$ cat src/rtl/xlat_walker_pkg.sv
package xlat_walker_pkg;

  typedef enum logic [1:0] {
    DT_INVALID = 2'd0,
    DT_PAGE    = 2'd1,
    DT_SHORT   = 2'd2,
    DT_LONG    = 2'd3
  } dtype_e;

  typedef enum logic [1:0] {
    WS_OK      = 2'd0,
    WS_INVALID = 2'd1,
    WS_LIMIT   = 2'd2
  } wstat_e;

  // field selector values: 0 = function code, 1..4 = logical fields A..D
  localparam logic [2:0] SEL_FC = 3'd0;
  localparam logic [2:0] SEL_A  = 3'd1;
  localparam logic [2:0] SEL_D  = 3'd4;

  // w-bit field of la starting off bits below the MSB
  function automatic logic [31:0] la_field(input logic [31:0] la,
                                           input logic [6:0]  off,
                                           input logic [4:0]  w);
    logic [31:0] t;
    if (w == 5'd0 || off > 7'd31) return 32'd0;
    t = la << off;
    return t >> (6'd32 - {1'b0, w});
  endfunction

  // address of the descriptor to fetch
  function automatic logic [31:0] desc_addr(input logic [31:0] base,
                                            input logic [31:0] idx,
                                            input logic        long8);
    return base + (long8 ? (idx << 3) : (idx << 2));
  endfunction

endpackage

$ cat src/rtl/xw_root_sel.sv
module xw_root_sel #(
  parameter int RP_W = 64
) (
  input  logic [2:0]      fc_i,
  input  logic            srp_en_i,
  input  logic [RP_W-1:0] crp_i,
  input  logic [RP_W-1:0] srp_i,
  output logic [RP_W-1:0] root_o,
  output logic            use_srp_o
);
  assign use_srp_o = fc_i[2] & srp_en_i;
  assign root_o    = use_srp_o ? srp_i : crp_i;

  always_comb begin
    if (!fc_i[2]) p_crp_user_r1: assert (root_o == crp_i);
  end
endmodule

$ cat src/rtl/xw_index_gen.sv
module xw_index_gen #(
  parameter int AW   = 32,
  parameter int FW   = 4,
  parameter int NFLD = 4
) (
  input  logic [AW-1:0]        la_i,
  input  logic [2:0]           fc_i,
  input  logic [2:0]           sel_i,
  input  logic [NFLD*FW-1:0]   widths_i,
  output logic [AW-1:0]        idx_o
);
  import xlat_walker_pkg::*;

  localparam int OW = 7;

  logic [OW-1:0] off [NFLD+1];
  logic [AW-1:0] fld [NFLD];

  assign off[0] = '0;
  for (genvar g = 0; g < NFLD; g++) begin : g_fld
    logic [FW-1:0] w;
    assign w          = widths_i[g*FW +: FW];
    assign off[g+1]   = off[g] + OW'(w);
    assign fld[g]     = la_field(la_i, off[g], 5'(w));
  end

  always_comb begin
    idx_o = '0;
    if (sel_i == SEL_FC) idx_o = AW'(fc_i);
    else if (sel_i <= SEL_D) idx_o = fld[sel_i - SEL_A];
  end
endmodule

$ cat src/rtl/xw_fetch.sv
module xw_fetch #(
  parameter int AW = 32,
  parameter int DW = 32
) (
  input  logic          clk,
  input  logic          rst_n,
  input  logic          go_i,
  input  logic [AW-1:0] addr_i,
  input  logic          long_i,
  output logic          req_valid_o,
  output logic [AW-1:0] req_addr_o,
  input  logic          req_ready_i,
  input  logic          rvalid_i,
  input  logic [DW-1:0] rdata_i,
  output logic          done_o,
  output logic [DW-1:0] w0_o,
  output logic [DW-1:0] w1_o
);
  typedef enum logic [1:0] {F_IDLE, F_REQ, F_WAIT} fst_e;
  localparam logic [AW-1:0] STEP = AW'(DW / 8);

  fst_e          st_q;
  logic [AW-1:0] addr_q;
  logic          long_q, beat_q;
  logic [DW-1:0] first_q;

  assign req_valid_o = (st_q == F_REQ);
  assign req_addr_o  = addr_q;

  always_ff @(posedge clk) begin
    if (!rst_n) begin
      st_q <= F_IDLE; addr_q <= '0; long_q <= 1'b0; beat_q <= 1'b0;
      first_q <= '0; done_o <= 1'b0; w0_o <= '0; w1_o <= '0;
    end else begin
      done_o <= 1'b0;
      case (st_q)
        F_IDLE: if (go_i) begin
          addr_q <= addr_i; long_q <= long_i; beat_q <= 1'b0; st_q <= F_REQ;
        end
        F_REQ: if (req_ready_i) st_q <= F_WAIT;
        default: if (rvalid_i) begin
          if (long_q && !beat_q) begin
            first_q <= rdata_i; beat_q <= 1'b1;
            addr_q  <= addr_q + STEP; st_q <= F_REQ;
          end else begin
            done_o <= 1'b1;
            w0_o   <= long_q ? first_q : rdata_i;
            w1_o   <= long_q ? rdata_i : '0;
            st_q   <= F_IDLE;
          end
        end
      endcase
    end
  end

  p_req_hold_r3: assert property (@(posedge clk) disable iff (!rst_n)
    req_valid_o && !req_ready_i |=> req_valid_o && $stable(req_addr_o));
endmodule

$ cat src/rtl/xlat_walker.sv
module xlat_walker #(
  parameter int AW    = 32,
  parameter int DW    = 32,
  parameter int FW    = 4,
  parameter int LIM_W = 16
) (
  input  logic          clk,
  input  logic          rst_n,
  input  logic          start_i,
  input  logic [AW-1:0] la_i,
  input  logic [2:0]    fc_i,
  input  logic          fc_index_en_i,
  input  logic          srp_en_i,
  input  logic [FW-1:0] width_a_i,
  input  logic [FW-1:0] width_b_i,
  input  logic [FW-1:0] width_c_i,
  input  logic [FW-1:0] width_d_i,
  input  logic [2*DW-1:0] crp_i,
  input  logic [2*DW-1:0] srp_i,
  output logic          mem_req_valid_o,
  output logic [AW-1:0] mem_req_addr_o,
  input  logic          mem_req_ready_i,
  input  logic          mem_rvalid_i,
  input  logic [DW-1:0] mem_rdata_i,
  output logic          lock_o,
  output logic          ent_wr_o,
  output logic [AW-1:0] ent_tag_o,
  output logic [2:0]    ent_fc_o,
  output logic [2*DW-1:0] ent_data_o,
  output logic          retry_o,
  output logic          done_o,
  output logic [1:0]    status_o,
  output logic [2:0]    levels_o
);
  import xlat_walker_pkg::*;

  localparam int RP_W = 2 * DW;
  localparam int NFLD = 4;

  typedef enum logic [1:0] {S_IDLE, S_CHECK, S_FETCH, S_RETRY} wst_e;

  wst_e            st_q;
  logic [AW-1:0]   la_q, base_q;
  logic [2:0]      fc_q, sel_q, lvl_q;
  logic [LIM_W-1:0] lim_q;
  logic            has_lim_q, long_next_q, locked_q;

  logic [RP_W-1:0] root;
  logic            use_srp;
  logic [AW-1:0]   idx, f_addr;
  logic            f_done;
  logic [DW-1:0]   f_w0, f_w1;
  dtype_e          root_type, f_type;

  // named events
  logic lim_hit, fetch_go, got_page, got_table, got_fault, walk_end;

  xw_root_sel #(.RP_W(RP_W)) u_root (
    .fc_i(fc_i), .srp_en_i(srp_en_i), .crp_i(crp_i), .srp_i(srp_i),
    .root_o(root), .use_srp_o(use_srp));

  xw_index_gen #(.AW(AW), .FW(FW), .NFLD(NFLD)) u_idx (
    .la_i(la_q), .fc_i(fc_q), .sel_i(sel_q),
    .widths_i({width_d_i, width_c_i, width_b_i, width_a_i}), .idx_o(idx));

  xw_fetch #(.AW(AW), .DW(DW)) u_fetch (
    .clk(clk), .rst_n(rst_n), .go_i(fetch_go), .addr_i(f_addr),
    .long_i(long_next_q), .req_valid_o(mem_req_valid_o),
    .req_addr_o(mem_req_addr_o), .req_ready_i(mem_req_ready_i),
    .rvalid_i(mem_rvalid_i), .rdata_i(mem_rdata_i),
    .done_o(f_done), .w0_o(f_w0), .w1_o(f_w1));

  assign root_type = dtype_e'(root[DW+1:DW]);
  assign f_type    = dtype_e'(f_w0[1:0]);
  assign lim_hit   = (st_q == S_CHECK) && has_lim_q && (idx > AW'(lim_q));
  assign fetch_go  = (st_q == S_CHECK) && !lim_hit;
  assign f_addr    = desc_addr(base_q, idx, long_next_q);
  assign got_page  = (st_q == S_FETCH) && f_done && (f_type == DT_PAGE);
  assign got_table = (st_q == S_FETCH) && f_done && f_type[1] && (sel_q != SEL_D);
  assign got_fault = (st_q == S_FETCH) && f_done && !got_page && !got_table;
  assign walk_end  = lim_hit || got_fault || (st_q == S_RETRY);
  assign lock_o    = mem_req_valid_o | locked_q;

  always_ff @(posedge clk) begin
    if (!rst_n) begin
      st_q <= S_IDLE; la_q <= '0; base_q <= '0; fc_q <= '0; sel_q <= '0;
      lvl_q <= '0; lim_q <= '0; has_lim_q <= 1'b0; long_next_q <= 1'b0;
      ent_wr_o <= 1'b0; ent_tag_o <= '0; ent_fc_o <= '0; ent_data_o <= '0;
      retry_o <= 1'b0; done_o <= 1'b0; status_o <= '0; levels_o <= '0;
    end else begin
      ent_wr_o <= 1'b0; retry_o <= 1'b0; done_o <= 1'b0;
      case (st_q)
        S_IDLE: if (start_i) begin
          la_q        <= la_i;
          fc_q        <= fc_i;
          base_q      <= {root[AW-1:4], 4'b0};
          lim_q       <= root[RP_W-1 -: LIM_W];
          has_lim_q   <= 1'b1;
          long_next_q <= (root_type == DT_LONG);
          sel_q       <= fc_index_en_i ? SEL_FC : SEL_A;
          lvl_q       <= '0;
          if (!root_type[1]) begin
            done_o <= 1'b1; status_o <= WS_INVALID; levels_o <= '0;
          end else st_q <= S_CHECK;
        end
        S_CHECK: begin
          if (lim_hit) begin
            done_o <= 1'b1; status_o <= WS_LIMIT; levels_o <= lvl_q;
            st_q <= S_IDLE;
          end else st_q <= S_FETCH;
        end
        S_FETCH: if (f_done) begin
          lvl_q <= lvl_q + 3'd1;
          if (got_page) begin
            ent_wr_o   <= 1'b1;
            ent_tag_o  <= la_q;
            ent_fc_o   <= fc_q;
            ent_data_o <= {f_w0, f_w1};
            levels_o   <= lvl_q + 3'd1;
            st_q       <= S_RETRY;
          end else if (got_table) begin
            base_q      <= long_next_q ? {f_w1[AW-1:4], 4'b0} : {f_w0[AW-1:4], 4'b0};
            lim_q       <= f_w0[DW-1 -: LIM_W];
            has_lim_q   <= long_next_q;
            long_next_q <= (f_type == DT_LONG);
            sel_q       <= sel_q + 3'd1;
            st_q        <= S_CHECK;
          end else begin
            done_o <= 1'b1; status_o <= WS_INVALID; levels_o <= lvl_q + 3'd1;
            st_q <= S_IDLE;
          end
        end
        default: begin
          retry_o <= 1'b1; done_o <= 1'b1; status_o <= WS_OK; st_q <= S_IDLE;
        end
      endcase
    end
  end

  always_ff @(posedge clk) begin
    if (!rst_n) locked_q <= 1'b0;
    else if (mem_req_valid_o) locked_q <= 1'b1;
    else if (walk_end) locked_q <= 1'b0;
  end

  p_lock_covers_req_r8: assert property (@(posedge clk) disable iff (!rst_n)
    mem_req_valid_o |-> lock_o);
  p_lock_release_r8: assert property (@(posedge clk) disable iff (!rst_n)
    $fell(lock_o) |-> done_o);
  p_retry_after_write_r7: assert property (@(posedge clk) disable iff (!rst_n)
    ent_wr_o |=> retry_o && done_o && status_o == 2'd0);
  p_no_fetch_on_limit_r6: assert property (@(posedge clk) disable iff (!rst_n)
    lim_hit |=> !mem_req_valid_o);
  p_levels_bound_r4: assert property (@(posedge clk) disable iff (!rst_n)
    done_o |-> levels_o <= 3'd5 && status_o != 2'd3);
  p_idle_quiet_r10: assert property (@(posedge clk) disable iff (!rst_n)
    st_q == S_IDLE && !$past(fetch_go) |-> !mem_req_valid_o);
  p_supervisor_root_r1: assert property (@(posedge clk) disable iff (!rst_n)
    use_srp |-> fc_i[2]);
endmodule

$ cat config.mk
export PLATFORM = sky130hd
export DESIGN_NAME = xlat_walker
export DESIGN_NICKNAME = d
export VERILOG_FILES = /design/src/rtl/xlat_walker_pkg.sv /design/src/rtl/xw_root_sel.sv /design/src/rtl/xw_index_gen.sv /design/src/rtl/xw_fetch.sv /design/src/rtl/xlat_walker.sv
export SDC_FILE = /design/constraint.sdc
export NUM_CORES = 1
export LEC_CHECK = 0
export ABC_AREA = 0
export BUFFER_PORTS_ARGS = -buffer_cell sky130_fd_sc_hd__buf_2
export CORE_AREA = 2 2 215 217
export CTS_CLUSTER_SIZE = 25
export DETAILED_ROUTE_END_ITERATION = 12
export DIE_AREA = 0 0 217 219
export HOLD_SLACK_MARGIN = 0.15
export PLACE_DENSITY = 0.78
export SYNTH_ARGS = -nofsm -noshare
export SYNTH_HDL_FRONTEND = slang
export SYNTH_SLANG_ARGS = --single-unit
$ cat constraint.sdc
create_clock -name clk -period 27 [get_ports clk]
set_clock_uncertainty 0.2 [all_clocks]
set_input_delay 2.7 -clock clk [delete_from_list [all_inputs] [get_ports clk]]
set_output_delay 2.7 -clock clk [all_outputs]
set_load 0.02 [all_outputs]
==> impl_metrics.py, run 1 <==
metrics = {
    "run_status": {
        "status": "finished, final reports clean",
    },
    "placement": {
        "hpwlAfterDp_um": 62720,
        "gp_congestion": 0.9789,
        "portBuffers": 320,
        "dp_slack_ps": 14270,
        "place_area_um2": 25870,
    },
    "finish": {
        "nNetsFinal": 3382,
        "synthToLayoutAreaGrowth_pct": 12.06,
        "fillCellCount": 4010,
        "drive_gt1_share_pct": 19.95,
        "design_area_um2": 27100,
        "multi_input_comb_area_um2": 16390,
        "regArea_um2": 6569,
    },
    "grt": {
        "grt_max_degree": 105,
        "grt_pass1_wl_um": 133800,
        "grt_usage_pct": 35.81,
        "antenna_found_initial": 8,
        "grt.overflow.total": 0,
        "grt_pass1_vias": 23024,
    },
    "clock_tree": {
        "tritoncts": "yes",
        "ctsResizeCount": 0,
        "ctsHtreeMaxLevel": 2,
        "cts_num_sinks": 328,
        "cts.clk_slew.worst_paths_ps": 60,
        "cts_setup_buffers": 0,
        "numCtsBuffers": 36,
        "cts_hold_buf": 0,
        "clock_latency_ps": 570,
        "clockBufferDepth": 3,
        "ctsRootBufferMaster": "clkbuf_16",
    },
    "sta": {
        "setup_slack_ps": 14610,
        "hold_viol_final": 0,
        "slew_viol_final": 0,
        "rsz0062_at_grt": "no",
        "post-route-min-period_ps": 12390,
        "max_freq_mhz": 80.72,
        "setup_viol_count_final": 0,
        "relSlewSlack_pct": 3.001,
        "tightest_slew_ps": 1440,
        "setup_tns_ps": 0,
        "fin_crit_sh_pct": 45.89,
    },
    "yosys": {
        "synth_top_area_share_pct": 27.15,
        "synth-async-reset-ratio_pct": 0,
        "yosys_register_bits": 328,
        "synthFlopType": "dfxtp_1",
        "ys_seq_area_share_pct": 27.15,
        "netlist_area_um2": 24190,
        "synthTopCellsByArea": "dfxtp_1 27%, mux4_2 12%, a21oi_1 7.5%, nand2_1 7.4%, mux2i_1 7.2%",
        "yosys_warnings": 0,
        "ys_types": 90,
        "syn-instance-count": 2952,
        "syn_avg_cell_area_um2": 8.193,
        "yosys.area.top_type": "dfxtp_1",
        "synth_edf_count": 0,
    },
    "drt": {
        "detail_route.wl_per_cell_um": 23.72,
        "num_vias": 24894,
        "drt_iter0_drc": 2955,
        "vias_per_cell": 6.674,
        "dr.pass1.iters": 6,
        "drtAntennaViolNets": 0,
        "wirelength_um": 88470,
        "route.detailed.drc": 0,
    },
    "power_and_ir_drop": {
        "peakVddDrop_v": 0.0001004,
        "p_total_mw": 2.380,
        "p_leak_nw": 10.60,
        "powerDensity_nw_per_um2": 87.81,
    },
    "worst_setup_path": {
        "crit_path_end_kind": "flop",
        "r2r-start": "la_q[21]",
        "critPathBufInv": 5,
        "cp_top_family": "compound AO/OA/AOI/OAI gates",
        "crit_path_start_kind": "input port",
        "cp_max_fo": 49,
        "crit_type": "input port to flop",
        "cpMostUsedCell": "mux2i_1",
        "r2r_cells": 25,
        "rr_endpoint": "u_fetch.req_addr_o[28]",
        "reg2reg_slack_ps": 19210,
        "max_stage_delay_ps": 1260,
        "worstPathArrival_ps": 12630,
        "cp.depth": 31,
        "critPathRequiredTime_ps": 27240,
        "critPathSlowestCell": "fa_2",
    },
    "min_path": {
        "min_from": "ent_tag_o[22]",
        "hold-path-cell-count": 2,
        "hold_path.class": "flop to flop",
        "min_to": "ent_tag_o[22]",
    },
    "floorplanning": {
        "boundaryPins": 359,
        "rows": 78,
        "floorplan.initialDensity_pct": 53.64,
        "die-area_um2": 47520,
        "fp.dieH_um": 219,
        "die_w_um": 217,
        "core_um2": 45090,
    },
    "flow_run": {
        "drv_cap": 0,
    },
}
registers in the layout, indices dropped and copies added (netlist names), 2 cells and up:
name and flops:
lvl_q 3, base_q 28, u_fetch.first_q 32, status_o 2
fc_q 3, u_fetch.w1_o 32, u_fetch.req_addr_o 30, lim_q 16
ent_tag_o 32, u_fetch.st_q 2, levels_o 3, ent_fc_o 3
la_q 32, st_q 2, ent_data_o 64, u_fetch.w0_o 32
sel_q 3
cell usage after synthesis (all sizes together), types with 11 or more instances:
library cell / number
a22o: 36
nand4: 21
o31ai: 14
and3: 49
inv: 72
a221oi: 19
or3: 11
a31oi: 22
nor3: 50
o211ai: 24
mux4: 134
xnor2: 27
o221a: 13
nor2b: 15
xor2: 15
nor2: 221
clkbuf: 216
o21ai: 71
mux2i: 175
and2: 18
a21oi: 364
a21o: 27
mux2: 34
a311oi: 14
nand3: 74
nand2: 480
ha: 65
dfxtp: 328
o21a: 13
a211oi: 123
buf: 47
kinds of logic (layout without fill, tap and decap cells):
family          Yosys count  in the layout  synth area share (%)
simple gates            984            984                 17.74
compound gates          848            848                 22.81
mux                     343            343                 21.48
buf+inv                 338            496                 5.644
flops                   328            328                 27.15
fa+ha+maj                68             68                 3.611
xor+xnor                 42             42                 1.552
other cells               1             21               0.01550
worst reg2reg max path: stages (launching register included):
cell and delay, ps:
dfxtp_1 670, mux4_1 810, mux4_1 580, mux2_4 310, mux2i_4 210, or2b_1 140, o2111ai_1 100, and3_1 220
a311oi_2 250, nand4bb_1 150, a22oi_2 280, inv_2 80, mux2_2 270, ha_1 210, fa_1 410, a21oi_1 160
o21bai_1 130, a21oi_1 280, o21ai_0 230, a221o_1 400, a2111oi_0 540, nor3_1 160, nor3_1 280, xnor2_1 160
nor2_1 70, nor4_1 380
through the flow:
step / instances / hold WS, ps / util [%]
6_report: 3730 / 251.7 / 60.11
5_1_grt: 3726 / 266.5 / 60.09
4_1_cts: 3723 / 255.3 / 60.07
3_5_place_dp: 3658 / 243.9 / 57.38
3_3_place_gp: 3658 / 240.8 / 57.38
2_1_floorplan: 2965 / 232.2 / -
metal layers:
layer	part of all wire (%)	global-route usage (%)	vias up	routed length (um)
met4	3.4	12.12	8	2971
met5	0.062	0	-	55
met2	44	54.85	1426	39280
met3	11	7.845	221	9619
met1	41	50.02	12049	36540
li1	-	-	11190	-
worst max path at each step:
stage                                   to    startpoint  slack, ps
floorplan           u_fetch.req_addr_o[28]  width_a_i[0]      16350
global placement    u_fetch.req_addr_o[28]  width_a_i[0]      14610
detailed placement  u_fetch.req_addr_o[28]  width_a_i[0]      14270
CTS                 u_fetch.req_addr_o[28]  width_a_i[0]      14880
global route        u_fetch.req_addr_o[28]  width_a_i[0]      13930
finish              u_fetch.req_addr_o[28]  width_a_i[0]      14610
cells in the final DEF (no fill, tap or decap), types with 15 or more instances in the layout:
master,instances
a211oi_1,123
a21o_1,27
a21oi_1,362
a221oi_1,19
a22o_1,36
a31oi_1,22
and2_1,18
and3_1,48
buf_2,320
buf_4,36
clkbuf_16,36
dfxtp_1,326
ha_1,63
inv_1,67
mux2_2,32
mux2i_1,173
mux4_2,128
nand2_1,478
nand3_1,73
nand4_1,21
nor2_1,217
nor2b_1,15
nor3_1,50
o211ai_1,24
o21ai_0,65
xnor2_1,26
power by group:
group	switching, mW	leakage, nW	internal (mW)
clock network	0.218	0.590	0.294
registers	0.125	2.66	0.557
logic	0.732	7.35	0.455
final cells by class:
| cell class | instances | area share (%) |
|---|---|---|
| Clock buffer | 51 | 3.864 |
| Timing Repair Buffer | 356 | 6.906 |
| Antenna cell | 7 | 0.06463 |
| Inverter | 75 | 1.066 |
| Clock inverter | 14 | 0.6232 |
| Tap cell | 600 | 2.770 |
| Sequential cell | 328 | 24.24 |
| Multi-Input combinational cell | 2299 | 60.47 |
(Power assumes the default switching activity.)
==> run 2: changes to the inputs <==
ABC_AREA = 1   (was 0)
CORE_AREA = 2 2 211 213   (was 2 2 215 217)
DIE_AREA = 0 0 213 215   (was 0 0 217 219)
PLACE_DENSITY = 0.8   (was 0.78)
clock period = 11.1 ns   (was 27 ns; I/O delays follow)
==> run 2 against run 1 <==
Compared with the run above:
- utilization fell by 1.3 points
- sequential share of layout area rose by 1.4 points
- combinational power rose by 72%
- routed wire length fell by 7.0%
- largest cell class unchanged
- largest power group unchanged
==> impl_metrics.py, run 2 <==
metrics = {
    "clock_tree": {
        "cts.clk_slew.worst_paths_ps": 70,
        "clock_latency_ps": 560,
        "ctsHtreeMaxLevel": 2,
        "cts_num_sinks": 328,
        "ctsResizeCount": 0,
        "numCtsBuffers": 34,
        "ctsRootBufferMaster": "clkbuf_16",
        "cts_setup_buffers": 0,
        "cts_hold_buf": 0,
        "tritoncts": "yes",
        "clockBufferDepth": 3,
    },
    "finish": {
        "nNetsFinal": 4201,
        "fillCellCount": 4331,
        "drive_gt1_share_pct": 11.12,
        "multi_input_comb_area_um2": 14590,
        "final_cells": 4535,
        "regArea_um2": 6569,
        "final_common_cell": "nand2_1",
        "largest_reg_flops": 64,
        "mostFrequentLayoutCells": "855 x nand2_1, 741 x nand3_1, 440 x nor2_1",
        "synthToLayoutAreaGrowth_pct": 12.10,
        "largest_register": "ent_data_o",
    },
    "worst_setup_path": {
        "rr_endpoint": "u_fetch.req_addr_o[2]",
        "cp_max_fo": 41,
        "critPathRequiredTime_ps": 11320,
        "worstPathArrival_ps": 9340,
        "max_stage_delay_ps": 920,
        "cpMostUsedCell": "nand2_1",
        "crit_path_start_kind": "input port",
        "r2r-start": "sel_q[0]",
        "r2r_cells": 19,
        "crit_path_end_kind": "flop",
        "critPathSlowestCell": "xor2_2",
        "crit_type": "input port to flop",
        "reg2reg_slack_ps": 3930,
    },
    "drt": {
        "vias_per_cell": 5.973,
        "dr.pass1.iters": 6,
        "route.detailed.drc": 0,
        "num_vias": 27086,
        "wirelength_um": 82310,
        "drtAntennaViolNets": 0,
        "detail_route.wl_per_cell_um": 18.15,
        "drt_iter0_drc": 3348,
    },
    "power_and_ir_drop": {
        "p_leak_nw": 11.68,
        "powerDensity_nw_per_um2": 186.0,
        "peakVddDrop_v": 0.0001162,
    },
    "sta": {
        "setup_tns_ps": 0,
        "setup_slack_ps": 1974,
        "rsz0062_at_grt": "no",
        "relSlewSlack_pct": 22.98,
        "max_freq_mhz": 109.6,
        "slew_viol_final": 0,
        "post-route-min-period_ps": 9126,
        "setup_viol_count_final": 0,
        "hold_viol_final": 0,
        "fin_crit_sh_pct": 82.22,
        "tightest_slew_ps": 1154,
    },
    "min_path": {
        "min_from": "ent_data_o[33]",
        "hold_path.class": "flop to flop",
        "hold-path-cell-count": 2,
        "min_to": "ent_data_o[33]",
    },
    "floorplanning": {
        "fp.dieH_um": 215,
        "core_um2": 43640,
        "rows": 77,
        "die-area_um2": 45800,
        "boundaryPins": 359,
        "die_w_um": 213,
        "floorplan.initialDensity_pct": 52.45,
    },
    "yosys": {
        "synthTopCellsByArea": "dfxtp_1 29%, nand3_1 16%, nand2_1 14%, o21ai_0 8.4%, nor2_1 7.3%",
        "ys_seq_area_share_pct": 28.68,
        "yosys_register_bits": 328,
        "synthTopCellsByCount": "855 x nand2_1, 742 x nand3_1, 445 x nor2_1",
        "synth_top_area_share_pct": 28.68,
        "synth-async-reset-ratio_pct": 0,
        "ys_types": 55,
        "synthFlopType": "dfxtp_1",
        "syn-instance-count": 3791,
        "synth_edf_count": 0,
        "netlist_area_um2": 22890,
        "syn_avg_cell_area_um2": 6.039,
        "yosys.area.top_type": "dfxtp_1",
        "synth_most_common_cell": "nand2_1",
        "yosys_warnings": 0,
    },
    "grt": {
        "grt.overflow.total": 0,
        "antenna_found_initial": 3,
        "grt_pass1_wl_um": 129500,
        "grt_max_degree": 117,
        "grt_usage_pct": 35.14,
        "grt_pass1_vias": 24031,
    },
    "placement": {
        "gp_congestion": 1.016,
        "hpwlAfterDp_um": 58770,
        "portBuffers": 320,
        "dp_slack_ps": 1698,
        "dp.cells": 4471,
    },
    "flow_run": {
        "drv_cap": 0,
    },
    "run_status": {
        "status": "finished, final reports clean",
    },
}
## run 2: cell types whose count changed after synthesis, moves of 30 or more
cell and delta:
nand3_1 +668, nand2_1 +376, o21ai_0 +319, nor2_1 +224, mux2i_1 -173, a21oi_1 -145, mux4_2 -128, inv_1 +105
a211oi_1 -79, and3_1 -48, a22o_1 -35, mux2_2 -32, a31oi_1 +30, nor3_1 -30
## run 2: metal layers
layer  vias to the layer above  global-route usage (%)  wire (um)
met2                      1432                   53.30      35280
met5                         -                       0         23
met3                       205                   7.380       8966
met4                         4                   12.40       3095
li1                      13117                       -          -
met1                     12328                   49.09      34950
## run 2: cell families (layout without fill, tap and decap cells)
group	count (synthesis)	in the layout	synth area share, %
adders and majority gates	68	68	3.815
other	1	17	0.01638
DFF	328	328	28.68
AOI/OAI and AO/OA	793	793	19.21
xor gates and xnor gates	25	25	0.9893
and+or+nand+nor	2110	2110	39.34
buffers and inverters	466	602	7.947
## run 2: power by group
part           leakage [nW]  internal (mW)  switching (mW)
combinational          8.44          0.630            1.42
sequential             2.67           1.31           0.186
clock                 0.577          0.725           0.505
total                  11.7           2.67            2.11
## run 2: area by class of cell
class                      count  share of cell area, %
clock buffer                  48                  3.715
sequential                   328                  25.60
inverter                     190                  2.794
timing repair buffer         351                  7.172
clock inverter                13                 0.9362
antenna                        3                0.02926
multi-input combinational   3010                  56.87
tap                          592                  2.887
## run 2: how the worst max path moves through the flow
stage                      start                      to  slack (ps)  depth (start not counted)
finish              width_a_i[0]   u_fetch.req_addr_o[2]        1970                         36
global route        width_a_i[0]   u_fetch.req_addr_o[7]        1400                         34
CTS                 width_a_i[0]   u_fetch.req_addr_o[2]        2200                         36
detailed placement  width_a_i[0]   u_fetch.req_addr_o[2]        1700                         36
global placement    width_a_i[0]   u_fetch.req_addr_o[2]        1660                         36
floorplan           width_a_i[0]  u_fetch.req_addr_o[24]        4280                         45
## run 2: critical path: cells and delay by family
| family | cells | cell delay, ps |
|---|---|---|
| xor+xnor | 1 | 920 |
| simple gates | 18 | 2130 |
| buf+inv | 4 | 2180 |
| compound gates | 9 | 1440 |
| fa+ha+maj | 4 | 1500 |
## run 2: through the flow
stage                     power [mW]  util [%]  area, um^2  hold slack, ps
after floorplan                2.927         -       22940           242.2
after global placement         3.476     56.04       24460           223.1
after detailed placement       3.494     56.04       24460           234.4
after CTS                      4.716     58.78       25650           245.0
after global routing           5.068     58.78       25650           274.8
final                          4.774     58.80       25660           250.1
